$ cat src/rtl/clksw_pkg.sv
package clksw_pkg;

    localparam int SEL_W = 2;
    localparam int MUX_W = 2;

    typedef enum logic [1:0] {
        CLS_XTAL = 2'd0,
        CLS_RC16 = 2'd1,
        CLS_LF   = 2'd2
    } src_cls_e;

    typedef enum logic [MUX_W-1:0] {
        MUX_XTAL16  = 2'd0,
        MUX_RC16    = 2'd1,
        MUX_RC32K   = 2'd2,
        MUX_XTAL32K = 2'd3
    } mux_sel_e;

    typedef struct packed {
        src_cls_e cls;
        logic     lf_xtal;
    } act_src_t;

    typedef struct packed {
        logic at_xtal;
        logic at_rc16;
        logic at_lf;
    } run_flags_t;

    localparam act_src_t RESET_SRC = '{cls: CLS_RC16, lf_xtal: 1'b0};

    function automatic src_cls_e cls_of_code(input logic [SEL_W-1:0] code);
        case (code)
            2'd0:    return CLS_XTAL;
            2'd1:    return CLS_RC16;
            default: return CLS_LF;
        endcase
    endfunction

    function automatic mux_sel_e mux_of(input act_src_t a);
        case (a.cls)
            CLS_XTAL: return MUX_XTAL16;
            CLS_LF:   return a.lf_xtal ? MUX_XTAL32K : MUX_RC32K;
            default:  return MUX_RC16;
        endcase
    endfunction

endpackage

$ cat src/rtl/xtal_guard.sv
module xtal_guard
    import clksw_pkg::*;
(
    input  logic clk,
    input  logic rst,
    input  logic off_wr,
    input  logic off_wdata,
    input  logic running_xtal,
    input  logic settled,
    input  logic trim_ready,
    input  logic asleep,
    output logic off_q,
    output logic osc_en,
    output logic xtal_ready
);
    // The off bit is kept through sleep; only reset or a write changes it.
    always_ff @(posedge clk) begin
        if (rst) begin
            off_q <= 1'b0;
        end else if (off_wr) begin
            if (!(off_wdata && running_xtal)) begin
                off_q <= off_wdata;
            end
        end
    end

    always_comb begin
        osc_en     = !off_q && !asleep;
        xtal_ready = settled && trim_ready && !off_q;
    end
endmodule

$ cat src/rtl/src_arbiter.sv
module src_arbiter
    import clksw_pkg::*;
(
    input  logic             clk,
    input  logic             rst,
    input  logic [SEL_W-1:0] code,
    input  logic             lf_xtal_sel,
    input  logic             xtal_ready,
    input  logic             off_set_req,
    output act_src_t         act,
    output logic             pending
);
    act_src_t act_q;
    src_cls_e want;
    logic     differ;
    logic     allow;
    logic     commit;

    always_comb begin
        want   = cls_of_code(code);
        differ = (want != act_q.cls);
        allow  = (want != CLS_XTAL) || (xtal_ready && !off_set_req);
        commit = differ && allow;
        pending = differ && !allow;
    end

    always_ff @(posedge clk) begin
        if (rst) begin
            act_q <= RESET_SRC;
        end else if (commit) begin
            act_q.cls     <= want;
            act_q.lf_xtal <= lf_xtal_sel;
        end
    end

    assign act = act_q;
endmodule

$ cat src/rtl/status_decode.sv
module status_decode
    import clksw_pkg::*;
(
    input  act_src_t         act,
    output run_flags_t       flags,
    output logic [MUX_W-1:0] mux_sel
);
    always_comb begin
        flags.at_xtal = (act.cls == CLS_XTAL);
        flags.at_rc16 = (act.cls == CLS_RC16);
        flags.at_lf   = (act.cls == CLS_LF);
        mux_sel       = mux_of(act);
    end
endmodule

$ cat src/rtl/clk_src_switch.sv
module clk_src_switch
    import clksw_pkg::*;
(
    input  logic             clk,
    input  logic             rst,
    input  logic [SEL_W-1:0] src_sel,
    input  logic             lf_src_xtal,
    input  logic             xtal_off_wr,
    input  logic             xtal_off_wdata,
    input  logic             xtal_settled,
    input  logic             xtal_trim_ready,
    input  logic             sleep_active,
    output logic [MUX_W-1:0] sys_mux_sel,
    output logic             run_at_lf,
    output logic             run_at_rc16,
    output logic             run_at_xtal,
    output logic             xtal_osc_en,
    output logic             xtal_off_state,
    output logic             switch_pending
);
    act_src_t   act;
    run_flags_t flags;
    logic       ready;

    xtal_guard u_guard (
        .clk          (clk),
        .rst          (rst),
        .off_wr       (xtal_off_wr),
        .off_wdata    (xtal_off_wdata),
        .running_xtal (flags.at_xtal),
        .settled      (xtal_settled),
        .trim_ready   (xtal_trim_ready),
        .asleep       (sleep_active),
        .off_q        (xtal_off_state),
        .osc_en       (xtal_osc_en),
        .xtal_ready   (ready)
    );

    src_arbiter u_arb (
        .clk         (clk),
        .rst         (rst),
        .code        (src_sel),
        .lf_xtal_sel (lf_src_xtal),
        .xtal_ready  (ready),
        .off_set_req (xtal_off_wr && xtal_off_wdata),
        .act         (act),
        .pending     (switch_pending)
    );

    status_decode u_dec (
        .act     (act),
        .flags   (flags),
        .mux_sel (sys_mux_sel)
    );

    assign run_at_lf   = flags.at_lf;
    assign run_at_rc16 = flags.at_rc16;
    assign run_at_xtal = flags.at_xtal;
endmodule

$ cat config.mk
export PLATFORM = sky130hd
export DESIGN_NAME = clk_src_switch
export DESIGN_NICKNAME = d
export VERILOG_FILES = /design/src/rtl/clksw_pkg.sv /design/src/rtl/xtal_guard.sv /design/src/rtl/src_arbiter.sv /design/src/rtl/status_decode.sv /design/src/rtl/clk_src_switch.sv
export SDC_FILE = /design/constraint.sdc
export NUM_CORES = 1
export LEC_CHECK = 0
export ABC_CLOCK_PERIOD_IN_PS = 1400
export CAP_MARGIN = 15
export CORE_AREA = 2 2 39 41
export CTS_BUF_LIST = sky130_fd_sc_hd__clkbuf_16
export CTS_CLUSTER_SIZE = 16
export DETAILED_ROUTE_END_ITERATION = 10
export DIE_AREA = 0 0 41 43
export DONT_BUFFER_PORTS = 1
export GPL_ROUTABILITY_DRIVEN = 1
export SLEW_MARGIN = 40
export SYNTH_ARGS = -nofsm -noshare
export SYNTH_HDL_FRONTEND = slang
export SYNTH_SLANG_ARGS = --single-unit
export TNS_END_PERCENT = 5
$ cat constraint.sdc
create_clock -name clk -period 1.4 [get_ports clk]
set_clock_uncertainty 0.2 [all_clocks]
set_input_delay 0.21 -clock clk [delete_from_list [all_inputs] [get_ports clk]]
set_output_delay 0.21 -clock clk [all_outputs]
set_load 0.005 [all_outputs]
==> impl_metrics.tcl <==
set metrics [dict create \
    finalSetupViolCount 3 \
    cpMaxStageDelayCell "dfxtp_2" \
    yosysWarnings 0 \
    busiest_layer "met2" \
    die_height_um 43 \
    nets 54 \
    max-cap-violations 0 \
    yosys.area_share.simple_pct 26.2 \
    cts_max_level 1 \
    track_usage_pct 8.63 \
    p_leak_nw 0.185 \
    syn_avg_cell_area_um2 7.71 \
    synth-seq-cells 4 \
    cts_buffer_depth 2 \
    synth_xor_area_share_pct 3.66 \
    gp_congestion 0.606 \
    synthCells 31 \
    post-route-cell-area_um2 412 \
    drv_slew 0 \
    chipWidth_um 41 \
    synth_top_family_by_area "simple AND/OR/NAND/NOR gates" \
    grt_pass1_wl_um 924 \
    overflow 0 \
    synthDistinctLibCells 19 \
    slew_headroom_pct 84.2 \
    dr_total_vias 249 \
    numPortBuffers 0 \
    fmax_ghz 0.662 \
    fin_crit_sh_pct 108 \
    cts_made_buffers 3 \
    insertion_delay_ps 220 \
    dr.pass1.iters 3 \
    hold_violations 3 \
    crit_fanout 4 \
    holdCritPathClass "in2reg" \
    violations "hold timing, setup timing" \
    grt_max_degree 6 \
    grt_pass1_vias 256 \
    drt_iter0_markers 1 \
    power_density_nw_per_um2 1540 \
    hold_ws_ps -110 \
    start_util_pct 17.3 \
    required_ps 990 \
    tightest_slew_ps 236 \
    synth.area.mux_share_pct 4.19 \
    dp_slack_ps -5.73 \
    final_common_cell "nor2_1" \
    rsz0062_at_grt "yes" \
    cts_hold_buf 4 \
    synth_compound_area_share_pct 24.6 \
    die_area_um2 1760 \
    antenna_found_initial 0 \
    layout-drive-gt1-share_pct 28.6 \
    root_buffer "clkbuf_16" \
    viasPerCell 4.29 \
    synth_top_area_share_pct 33.5 \
    synth_area_leaders "dfxtp_1 34%, nor2_1 9.4%, nand2b_1 5.2%, inv_1 4.7%, mux2i_1 4.2%" \
    ios 18 \
    path_buf_inv 0 \
    yosysSeqAreaShare_pct 33.5 \
    synth_fa_ha_area_share_pct 0 \
    power_mw 0.635 \
    grt_use_met2_pct 13.4 \
    path_cells "and2b_1, a22o_1, nor2_2" \
    wl_per_cell_um 10.3 \
    drc 0 \
    min_period_ps 1510 \
    synth_top_area_cell "dfxtp_1" \
    crit_arrival_ps 1100 \
    critPathMaxStageDelay_ps 340 \
    grt_use_met3_pct 10.5 \
    dpl_cell_area_um2 275 \
    grt_use_met1_pct 6.09 \
    totalWireLength_um 599 \
    ant_nets 0 \
    cts.sinks 4 \
    cp_top_family "flip-flops" \
    placementRows 14 \
    start_kind "flop" \
    diodes 0 \
    cts_tree "built" \
    path_clk_slew_ps 30 \
    end_kind "output port" \
    status "finished, violations left" \
    peakVddDrop_mv 1.05 \
    path_class "reg2out" \
    layout_common_cells "5 x nor2_1, 4 x dlygate4sd3_1, 4 x buf_4" \
    area_delta_synth_final_pct 72.3 \
    fin_ws_ps -111 \
    core_area_um2 1380 \
    synth_area_um2 239 \
    syn_nets 41 \
]
-- cells in the mapped netlist --
library cell / instances
a21o_2: 1
a21oi_1: 1
a21oi_2: 1
a221oi_1: 1
a22o_1: 1
a31oi_1: 1
and2b_1: 1
buf_4: 1
dfxtp_1: 4
inv_1: 3
mux2i_1: 1
nand2_1: 2
nand2b_1: 2
nand4_1: 1
nor2_1: 6
nor2b_1: 1
o21ai_1: 1
o21bai_1: 1
xnor2_1: 1
-- area by class of cell --
type,count,area [um2]
Tap cell,16,20.0
Fill cell,154,972
Clock buffer,3,75.1
Inverter,3,11.3
Timing Repair Buffer,9,81.3
Sequential cell,4,81.3
Multi-Input combinational cell,23,143
-- per-stage QoR --
stage	hold WS (ps)	cells	TNS [ps]	utilization [%]
final	-110	58	-115	29.7
after global routing	-103	58	-361	29.7
after CTS	-114	58	-158	29.7
after detailed placement	91.3	49	-5.73	19.9
after global placement	85.5	49	0	19.9
after floorplan	82.4	31	0	-
-- worst reg2reg max path, delay by kind of cell (launching register included) --
kind,cells,cell delay (ps)
multiplexers,1,200
flip-flops,1,340
AO/OA/AOI/OAI,2,360
AND/OR/NAND/NOR,1,190
-- worst paths after layout --
check | cells after the start | end | from | slack (ps)
setup reg to reg | 4 | u_arb.act[0] | u_arb.act[1] | 30
hold reg to reg | 2 | u_arb.act[0] | u_arb.act[0] | 280
setup / recovery | 3 | switch_pending | u_arb.act[1] | -110
hold / removal | 1 | u_arb.act[1] | src_sel[1] | -110
-- cell families (layout without fill, tap and decap cells) --
group | Yosys count | after routing
simple gates | 13 | 13
flops | 4 | 4
compound gates | 8 | 8
xor+xnor | 1 | 1
buf+inv | 4 | 15
mux | 1 | 1
-- registers in the layout (all words and copies together), names as in the netlist --
| signal | flops |
|---|---|
| u_guard.off_q | 1 |
| u_arb.act | 3 |
-- power by group --
part           total (mW)  leakage, nW  switching, mW  internal [mW]
clock               0.434       0.0370         0.0703          0.364
sequential          0.131       0.0331        0.00671          0.124
combinational      0.0699        0.115         0.0301         0.0397
total               0.635        0.185          0.107          0.528
-- per-layer routing --
metal	routed length [um]	part of all wire [%]
met5	0	0
met2	313	52
met4	0	0
met3	75	13
met1	210	35
-- timing repair --
action                                  in CTS  in global routing
pin swaps                                    2                  0
hold endpoints to repair                     4                  2
resized for setup                            2                  0
endpoints found under the setup margin       2                  4
setup buffers                                2                  0
Power figures use the tool's default switching activity.
